$ cat src/rtl/adc_rd_pkg.sv
package adc_rd_pkg;

  typedef enum logic [0:0] {
    RD_IDLE  = 1'b0,
    RD_SHIFT = 1'b1
  } rd_state_e;

  function automatic int idx_width(input int n);
    return (n > 1) ? $clog2(n) : 1;
  endfunction

endpackage

$ cat src/rtl/rdy_fall_sync.sv
module rdy_fall_sync #(
  parameter int STAGES = 2
) (
  input  logic clk,
  input  logic rst_n,
  input  logic async_n_i,
  output logic fall_o
);
  logic [STAGES-1:0] chain_q;
  logic              prev_q;

  genvar g;
  generate
    for (g = 0; g < STAGES; g++) begin : g_stage
      if (g == 0) begin : g_first
        always_ff @(posedge clk or negedge rst_n)
          if (!rst_n) chain_q[0] <= 1'b1;
          else        chain_q[0] <= async_n_i;
      end else begin : g_next
        always_ff @(posedge clk or negedge rst_n)
          if (!rst_n) chain_q[g] <= 1'b1;
          else        chain_q[g] <= chain_q[g-1];
      end
    end
  endgenerate

  always_ff @(posedge clk or negedge rst_n)
    if (!rst_n) prev_q <= 1'b1;
    else        prev_q <= chain_q[STAGES-1];

  assign fall_o = prev_q & ~chain_q[STAGES-1];
endmodule

$ cat src/rtl/sclk_divider.sv
module sclk_divider #(
  parameter int SEL_W = 3
) (
  input  logic             clk,
  input  logic             rst_n,
  input  logic [SEL_W-1:0] sel_i,
  input  logic             run_i,
  input  logic             restart_i,
  output logic             sclk_o,
  output logic             rise_o
);
  localparam int CNT_W = (1 << SEL_W) - 1;

  logic [CNT_W-1:0] cnt_q;
  logic [CNT_W-1:0] half_m1;
  logic             sclk_q;
  logic             tick;
  logic             full_rate;

  assign full_rate = (sel_i == '0);

  always_comb begin
    half_m1 = '0;
    if (!full_rate)
      half_m1 = (CNT_W'(1) << (sel_i - SEL_W'(1))) - CNT_W'(1);
  end

  assign tick = (cnt_q == half_m1);

  always_ff @(posedge clk or negedge rst_n)
    if (!rst_n) begin
      cnt_q  <= '0;
      sclk_q <= 1'b0;
    end else if (restart_i || !run_i) begin
      cnt_q  <= '0;
      sclk_q <= 1'b0;
    end else if (tick) begin
      cnt_q  <= '0;
      sclk_q <= ~sclk_q;
    end else begin
      cnt_q  <= cnt_q + CNT_W'(1);
    end

  // Full rate: inverted master clock, so its rising edge sits mid-bit.
  assign sclk_o = full_rate ? (run_i & ~clk) : sclk_q;
  assign rise_o = full_rate ? run_i : (run_i & ~restart_i & tick & ~sclk_q);
endmodule

$ cat src/rtl/word_deser.sv
module word_deser #(
  parameter int WORD_W = 24,
  parameter int NWORDS = 8,
  parameter int IDX_W  = 3
) (
  input  logic              clk,
  input  logic              rst_n,
  input  logic              clear_i,
  input  logic              sample_i,
  input  logic              bit_i,
  output logic [WORD_W-1:0] data_o,
  output logic [IDX_W-1:0]  chan_o,
  output logic              valid_o,
  output logic              done_o
);
  localparam int BIT_W = $clog2(WORD_W);

  logic [WORD_W-1:0] sh_q;
  logic [BIT_W-1:0]  bit_q;
  logic [IDX_W-1:0]  word_q;
  logic              word_end;

  assign word_end = (bit_q == BIT_W'(WORD_W - 1));
  assign done_o   = sample_i & word_end & (word_q == IDX_W'(NWORDS - 1));

  always_ff @(posedge clk or negedge rst_n)
    if (!rst_n) begin
      sh_q    <= '0;
      bit_q   <= '0;
      word_q  <= '0;
      data_o  <= '0;
      chan_o  <= '0;
      valid_o <= 1'b0;
    end else begin
      valid_o <= 1'b0;
      if (clear_i) begin
        bit_q  <= '0;
        word_q <= '0;
      end else if (sample_i) begin
        sh_q <= {sh_q[WORD_W-2:0], bit_i};
        if (word_end) begin
          data_o  <= {sh_q[WORD_W-2:0], bit_i};
          chan_o  <= word_q;
          valid_o <= 1'b1;
          bit_q   <= '0;
          word_q  <= (word_q == IDX_W'(NWORDS - 1)) ? '0 : word_q + IDX_W'(1);
        end else begin
          bit_q <= bit_q + BIT_W'(1);
        end
      end
    end
endmodule

$ cat src/rtl/adc_serial_reader.sv
module adc_serial_reader
  import adc_rd_pkg::*;
#(
  parameter int WORD_W = 24,
  parameter int CHANS  = 4,
  parameter int DEVS   = 2,
  parameter int SEL_W  = 3,
  parameter int SYNC_N = 2,
  localparam int NWORDS = CHANS * DEVS,
  localparam int IDX_W  = idx_width(CHANS * DEVS)
) (
  input  logic              clk,
  input  logic              rst_n,
  input  logic              rdy_n_i,
  input  logic              sdata_i,
  input  logic [SEL_W-1:0]  div_sel_i,
  input  logic              free_run_i,
  output logic              sclk_o,
  output logic [WORD_W-1:0] word_data_o,
  output logic [IDX_W-1:0]  word_chan_o,
  output logic              word_valid_o,
  output logic              overrun_o
);
  rd_state_e state_q;
  logic      start;
  logic      shifting;
  logic      rise;
  logic      sample;
  logic      done;

  assign shifting = (state_q == RD_SHIFT);
  assign sample   = shifting & rise & ~start;

  rdy_fall_sync #(.STAGES(SYNC_N)) u_sync (
    .clk       (clk),
    .rst_n     (rst_n),
    .async_n_i (rdy_n_i),
    .fall_o    (start)
  );

  sclk_divider #(.SEL_W(SEL_W)) u_div (
    .clk       (clk),
    .rst_n     (rst_n),
    .sel_i     (div_sel_i),
    .run_i     (free_run_i | shifting),
    .restart_i (start & ~free_run_i),
    .sclk_o    (sclk_o),
    .rise_o    (rise)
  );

  word_deser #(.WORD_W(WORD_W), .NWORDS(NWORDS), .IDX_W(IDX_W)) u_deser (
    .clk      (clk),
    .rst_n    (rst_n),
    .clear_i  (start),
    .sample_i (sample),
    .bit_i    (sdata_i),
    .data_o   (word_data_o),
    .chan_o   (word_chan_o),
    .valid_o  (word_valid_o),
    .done_o   (done)
  );

  always_ff @(posedge clk or negedge rst_n)
    if (!rst_n) begin
      state_q   <= RD_IDLE;
      overrun_o <= 1'b0;
    end else begin
      overrun_o <= start & shifting;
      if (start)     state_q <= RD_SHIFT;
      else if (done) state_q <= RD_IDLE;
    end
endmodule

$ cat config.mk
export PLATFORM = sky130hd
export DESIGN_NAME = adc_serial_reader
export DESIGN_NICKNAME = d
export VERILOG_FILES = /design/src/rtl/adc_rd_pkg.sv /design/src/rtl/rdy_fall_sync.sv /design/src/rtl/sclk_divider.sv /design/src/rtl/word_deser.sv /design/src/rtl/adc_serial_reader.sv
export SDC_FILE = /design/constraint.sdc
export NUM_CORES = 1
export LEC_CHECK = 0
export BUFFER_PORTS_ARGS = -buffer_cell sky130_fd_sc_hd__buf_2
export CAP_MARGIN = 5
export CORE_MARGIN = 2
export CORE_UTILIZATION = 48
export DETAILED_ROUTE_END_ITERATION = 12
export PLACE_DENSITY = 0.68
export REMOVE_ABC_BUFFERS = 1
export SLEW_MARGIN = 10
export SYNTH_ARGS = -nofsm -noshare
export SYNTH_HDL_FRONTEND = slang
export SYNTH_HIERARCHICAL = 1
export SYNTH_SLANG_ARGS = --single-unit
$ cat constraint.sdc
create_clock -name clk -period 6.3 [get_ports clk]
set_input_delay 0.945 -clock clk [delete_from_list [all_inputs] [get_ports clk]]
set_output_delay 0.945 -clock clk [all_outputs]
set_load 0.1 [all_outputs]
Word-level counts from Yosys, hierarchy flattened --
Index checks and enable logic that the tools add are counted.
Cells by class: add/subtract/negate cells 5, equal/unequal tests 3, shift operators 1, mux-type cells 19, bitwise logic cells 18, reduce and logical (&&, ||, !) cells 10
Operators with widths (count):
- $mux W7 | 3
- $mux W5 | 3
- $mux W3 | 4
- $and A1 B1 Y1 | 11
- $mux W1 | 9
- $reduce_bool A2 Y1 | 4
- $add A7 B1 Y7 const B | 1
- $eq A7 B7 Y1 | 1
- $shl A1 B3 Y7 const A | 1
- $sub A7 B2 Y7 const B | 1
- $not A1 Y1 | 6
- $add A5 B1 Y5 const B | 1
- $eq A5 B5 Y1 const B | 1
- $reduce_and A2 Y1 | 2
- $add A3 B1 Y3 const B | 1
- $eq A3 B3 Y1 const B | 1
- $logic_not A3 Y1 | 1
- $reduce_and A3 Y1 | 1
- $sub A3 B1 Y3 const B | 1
- $logic_not A1 Y1 | 1
- $logic_or A1 B1 Y1 | 1
- $or A1 B1 Y1 | 1
Word-level totals: register bits after elaboration 72, bits of input ports 8, output and inout port bits 30, word-level logic and storage cells 69

Depth between registers and ports, before layout --
Gate-level depths: netlist of the first run.
depth after elaboration 14, gate-level depth with buffers 19, depth with buffers taken out 15

Cells and area by module --
The synthesis of the first run kept the hierarchy.
By module, submodules not included:
- word_deser | instances 1, cells an instance 147, area each 2306.0 µm², seq. area each 1476.4 µm²
- sclk_divider | instances 1, cells an instance 82, area each 694.4 µm², seq. area each 200.2 µm²
- rdy_fall_sync | instances 1, cells an instance 4, area each 92.6 µm², seq. area each 78.8 µm²
- adc_serial_reader | instances 1, cells an instance 9, area each 90.1 µm², seq. area each 50.0 µm²

==> summary.md, run 1 <==
| Metric | Value |
|---|---|
| Per-cell routed wire length | `14.02 um` |
| Yosys top cell area share | `54.25%` |
| Synth Flop Type | `dfrtp_1` |
| Die ar. | `0.007299 mm^2` |
| Static leakage | `~1.9 nW` |
| Worst-Margin Slew | `1.156 ns` |
| # DRC | `0` |
| Nets | `roughly 290` |
| Delay-heaviest family, CP | `buffers and inverters` |
| Avg Inst Size Synth | `13.15 um^2` |
| Worst rel slew slack | `22.58%` |
| Unrepaired setup endpoints after global routing | `no` |
| CP bufs+invs | `3` |
| Final antenna-violating net count | `0` |
| Post_cts resized | `0` |
| Setup crit end kind | `primary output` |
| 1st-pass router iterations | `4` |
| Vias in the first global route | `1,914` |
| Crit path max fanout | `2` |
| Comb power frac | `11.3%` |
| Net Sw Frac | `approximately a quarter` |
| IR drop worst, VDD | `194.4 uV` |
| CP Data Required Time | `5.35 ns` |
| GPL Wtd Cong | `0.7522` |
| Hold buffers post-CTS | `0` |
| Most used cell, CP | `clkbuf_8` |
| Ratio of cells with drive above 1 in the final layout | `approximately two fifths` |
| Final Max Slew Viols | `0` |
| Post-synthesis register bit count | `72` |
| TritonCTS clock tree | `yes` |
| Worst path slowest cell | `buf_2` |
| Setup TNS | `0 ns` |
| CP arrival | `around 4 ns` |
| Crit-path cells | `clkbuf_8, clkbuf_8, nand3b_1, o21ai_0, buf_2` |
| Power Dens Cells | `318.0 mW/mm^2` |
| Diodes inserted | `0` |
| Gr usage total | `15.86%` |
| Gr ovfl total | `0` |
| Placement Setup Slack | `1.430 ns` |
| Crit start category | `clock port` |
| Synth Instances | `roughly 240` |
| Die W | `85.44 um` |
| Kind of critical path | `clock port to primary output` |
| Final Hold Vio Count | `0` |
| Avg Vias per Cell | `5.388` |
| Ys Warns | `6` |
| Initial core utilization | `about 50%` |
| Setup ws final | `1.328 ns` |
| Final setup viols | `0` |
| Syn-to-layout area delta | `15.25%` |
| Initial DRC count | `between 100 and 150` |
| Top-level I/O count | `38` |
| Post-synth EDFFs | `0` |
| Clock Skews | `roughly 0.0048 ns` |
| Switching Power | `about 300 uW` |
| Max-Cap Viols | `0` |
| Clk slew on worst S/H paths | `0.07 ns` |
| Initial antenna violation count | `0` |
| Vias | `1,956` |
| Die H | `85.44 um` |
| Largest net degree at the start of global routing | `73` |
| Share of flip-flops with an asynchronous set or reset | `100.0%` |
| Postcts setup bufs | `0` |
| I/O Buffers | `37` |
| Outcome | `finished, final reports clean` |
| Core area | `0.006386 mm^2` |
| Ranking of synthesized cells by area | `dfrtp_1 (54%), mux2_2 (18%), dfstp_2 (2.5%), nor2_1 (2.0%), ha_1 (2.0%)` |
| Sequential fraction of the synthesis area | `56.72%` |
| Cell variety after synth | `between 40 and 50` |
| Crit-path max cell delay | `approximately 0.44 ns` |
| R2r setup slk | `between 2 and 3 ns` |
| Area leader, netlist | `dfrtp_1` |
| Clk pwr share | `between 40% and 50%` |
| Sequential share of power | `47.2%` |
| WL final | `5091 um` |
| Clock Latency Late Sink | `0.44 ns` |
| Synth Cell Area | `0.003183 mm^2` |
| Global-route wire length before repair | `8852 um` |
| Min Hold Slack | `0.3561 ns` |
| Row cnt | `29` |
| Hold Path Class | `flop to flop` |
| Internal power | `869.4 uW` |
| HPWL after detailed placement | `roughly 3200 um` |
[worst register-to-register path, stage by stage (launching register included)]
cell and delay (ns):
dfrtp_1 0.50, nor4bb_1 0.32, o21ai_0 0.14, o211ai_1 0.12, o2111ai_1 0.21, nor2_1 0.19
a22o_1 0.15, nand2_1 0.05, nor2_1 0.41, nor2b_2 1.02, mux2_2 0.43
[metrics by stage]
stage | power [mW] | instances | instance area (um^2) | util, %
after floorplan | 0.6680 | 228 | 3093 | -
after global placement | 0.7087 | 344 | 3395 | 53.15
after detailed placement | 0.7129 | 344 | 3395 | 53.15
after CTS | 1.185 | 363 | 3669 | 57.45
after global routing | 1.229 | 363 | 3669 | 57.45
final | 1.166 | 363 | 3669 | 57.45
[layout make-up]
cell class              count  area [um^2]
clock buffers              18        219.0
clock inverters             2        60.06
inverters                   5        18.77
well taps                  77        96.34
multi-input cells         151         1274
flip-flops and latches     72         1805
repair buffers             38        195.2
fillers                   540         2718
[worst paths after layout]
| path | cells after the start | from | endpoint |
|---|---|---|---|
| max in group asynchronous | 2 | rst_n | u_deser/sh_q[19]$_DFFE_PN0P_ |
| worst max-delay path | 5 | clk | sclk_o |
| min in group asynchronous | 2 | rst_n | u_deser/data_o[2]$_DFFE_PN0P_ |
| worst min register to register | 0 | u_sync/chain_q[0]$_DFF_PN1_ | u_sync/chain_q[1]$_DFF_PN1_ |
| worst min-delay path | 0 | u_sync/chain_q[0]$_DFF_PN1_ | u_sync/chain_q[1]$_DFF_PN1_ |
| worst max register to register | 10 | u_div/cnt_q[4]$_DFF_PN0_ | u_deser/sh_q[22]$_DFFE_PN0P_ |
[state kept, by name, indices dropped and copies added (netlist names)]
register,count
u_deser/word_q,3
u_deser/data_o,24
u_deser/sh_q,23
shifting,1
u_div/sclk_q,1
u_div/cnt_q,7
overrun_o,1
u_sync/chain_q,2
u_sync/prev_q,1
u_deser/bit_q,5
u_deser/chan_o,3
u_deser/valid_o,1
[cell usage after synthesis (3+ instances only)]
library cell,count
xor2_1,6
nand2_1,6
inv_1,5
buf_4,4
a22o_1,3
buf_2,6
nor3_1,3
nor2_1,17
o211ai_1,3
dfrtp_1,69
nand3_1,7
ha_1,5
o21ai_0,4
nand3b_1,4
mux2_2,51
xnor2_1,3
dfstp_2,3
nor2b_1,5
[cell families after synthesis]
| family | count (synthesis) | share of synthesized area, % |
|---|---|---|
| compound gates | 22 | 5.149 |
| xor+xnor | 9 | 2.477 |
| fa+ha+maj | 5 | 1.965 |
| buf+inv | 19 | 3.420 |
| flops | 72 | 56.72 |
| mux | 53 | 18.67 |
| simple gates | 62 | 11.60 |
[power by group through the flow]
stage	Clock (mW)	Sequential (mW)	Combinational (mW)
global route	0.521	0.558	0.150
global placement	0.0223	0.557	0.130
finish	0.485	0.550	0.132
floorplan	0.0203	0.547	0.101
detailed placement	0.0223	0.558	0.132
CTS	0.502	0.549	0.133
[routing by layer]
layer,global-route usage [%],part of all wire [%],vias up
li1,-,-,938
met1,20.50,47,976
met2,22.44,46,33
met3,7.004,5.0,9
met4,8.514,1.7,0
met5,0,0,-
[layout by cell type, fill, tap and decap left out, types with 2 or more instances in the layout]
cell type	Yosys	layout
bufinv_16	0	2
o21ai_0	4	4
mux2i_1	2	2
a21o_1	2	2
dfstp_2	3	3
buf_4	4	2
ha_1	5	5
xnor2_1	3	3
buf_2	6	37
clkbuf_1	2	2
clkbuf_8	0	15
nand3_1	7	7
a31oi_1	2	2
nor2_1	17	16
nor4bb_1	2	2
nand2_1	6	6
and3b_1	2	2
dfrtp_1	69	69
nand3b_1	4	4
o211ai_1	3	3
a22o_1	3	3
mux2_2	51	51
xor2_1	6	6
nor3_1	3	3
and2_1	2	2
nor4b_1	2	2
inv_1	5	5
nor2b_1	5	4
No activity file was read; power rests on OpenSTA's default activity.
==> inputs of run 2 (changes only) <==
Clock period 6.3 ns to 5 ns, I/O delays scaled along.
==> summary.md, run 2 (synthesis gave the netlist of run 1 again) <==
| Metric | Value |
|---|---|
| Outcome | `finished, final reports clean` |
| GPL Wtd Cong | `0.7346` |
| Final Hold Vio Count | `0` |
| I/O Buffers | `37` |
| # DRC | `0` |
| Largest net degree at the start of global routing | `39` |
| Unrepaired setup endpoints after global routing | `no` |
| HPWL after detailed placement | `3378 um` |
| Gr ovfl total | `0` |
| Delay-heaviest family, CP | `buffers and inverters` |
| Row cnt | `29` |
| Crit start category | `clock port` |
| Gr usage total | `16.12%` |
| Setup crit end kind | `primary output` |
| Crit-path max cell delay | `0.44 ns` |
| Min Hold Slack | `approximately 0.36 ns` |
| Core area | `0.006386 mm^2` |
| Crit path max fanout | `2` |
| Largest register FFs | `24` |
| Final core occ | `57.25%` |
| Die W | `85.44 um` |
| Max-Cap Viols | `0` |
| Static leakage | `roughly 1.9 nW` |
| Postcts setup bufs | `0` |
| Final Max Slew Viols | `0` |
| Hold buffers post-CTS | `0` |
| Nets | `295` |
| Clock Latency Late Sink | `0.44 ns` |
| Largest regs | `u_deser/data_o (24), u_deser/sh_q (23), u_div/cnt_q (7)` |
| Hold Path Class | `primary input to async pin` |
| Die ar. | `0.007299 mm^2` |
| CP Data Required Time | `4.25 ns` |
| Power Dens Cells | `394.2 mW/mm^2` |
| Final antenna-violating net count | `0` |
| Placed Area | `0.003402 mm^2` |
| CP bufs+invs | `3` |
| Placed Cells incl. Taps | `between 300 and 400` |
| Crit-path cells | `clkbuf_8, clkbuf_8, nand3b_1, o21ai_0, buf_2` |
| Post_cts resized | `0` |
| Reg2reg start | `u_div/cnt_q[4]$_DFF_PN0_` |
| Vias | `~2,000` |
| Worst path slowest cell | `buf_2` |
| TritonCTS clock tree | `yes` |
| Worst rel slew slack | `50.61%` |
| Syn-to-layout area delta | `14.86%` |
| WL final | `about 5300 um` |
| Setup TNS | `0 ns` |
| IR drop worst, VDD | `approximately 250 uV` |
| Final std cells w/o fill | `around 360` |
| Ratio of cells with drive above 1 in the final layout | `41.81%` |
| CP arrival | `3.38 ns` |
| Largest Register | `u_deser/data_o` |
| Commonest non-fill, non-tap cell in the layout | `dfrtp_1` |
| Final Cell Area | `0.003656 mm^2` |
| Initial core utilization | `between 40% and 50%` |
| Clock Skews | `0.007674 ns` |
| Vias in the first global route | `slightly below 2,000` |
| Die H | `85.44 um` |
| Per-cell routed wire length | `14.55 um` |
| Avg Vias per Cell | `5.495` |
| Most used cell, CP | `clkbuf_8` |
| CP startpoint | `clk` |
| Initial DRC count | `83` |
| 1st-pass router iterations | `5` |
| Worst-Margin Slew | `0.7409 ns` |
| Top-level I/O count | `38` |
| Diodes inserted | `0` |
| Clk slew on worst S/H paths | `0.07 ns` |
| Final setup viols | `0` |
| Kind of critical path | `clock port to primary output` |
| Global-route wire length before repair | `8956 um` |
| Initial antenna violation count | `0` |
| Most frequent cells in the layout | `dfrtp_1 (69), mux2_2 (51), buf_2 (37)` |
-- run 2: cell count changes in the layout (fill, tap and decap cells not counted) --
cell,delta
clkbuf_8,-3
buf_4,+1
clkinv_2,+1
clkinv_4,+1
clkinvlp_4,+1
-- run 2: power breakdown --
part | internal, mW | switching [mW] | leakage (nW)
clock | 0.338 | 0.241 | 0.133
sequential | 0.635 | 0.0573 | 0.975
combinational | 0.0834 | 0.0871 | 0.755
total | 1.06 | 0.386 | 1.86
-- run 2: path summary, 6_finish.rpt --
| path | end | slack, ns | depth (start not counted) |
|---|---|---|---|
| setup / recovery | sclk_o | 0.87 | 5 |
| setup reg to reg | u_deser/data_o[10]$_DFFE_PN0P_ | 1.67 | 12 |
| hold / removal | u_deser/data_o[2]$_DFFE_PN0P_ | 0.36 | 1 |
| hold reg to reg | u_sync/chain_q[1]$_DFF_PN1_ | 0.36 | 0 |
| min in group clk | u_sync/chain_q[1]$_DFF_PN1_ | 0.36 | 0 |
| max in group asynchronous | u_sync/chain_q[1]$_DFF_PN1_ | 3.67 | 2 |
-- run 2: final cells by class --
cell class              instances  area (um^2)
fillers                       555         2730
well taps                      77        96.34
clock buffers                  15        177.7
repair buffers                 39        202.7
flip-flops and latches         72         1805
inverters                       5        18.77
multi-input cells             151         1274
clock inverters                 5        81.33
-- run 2: stage by stage --
step                      power, mW  setup slack [ns]
after floorplan              0.8416            0.5905
after global placement       0.8934            0.8759
after detailed placement     0.9016            0.6934
after CTS                     1.461            0.8486
after global routing          1.516            0.8071
final                         1.441            0.8651
-- run 2: per-layer routing --
layer	vias up	track usage, %	wire (um)
met5	-	0	0
met4	0	8.658	100
met3	11	6.809	339
met2	50	23.22	2444
met1	1006	20.67	2414
li1	933	-	-
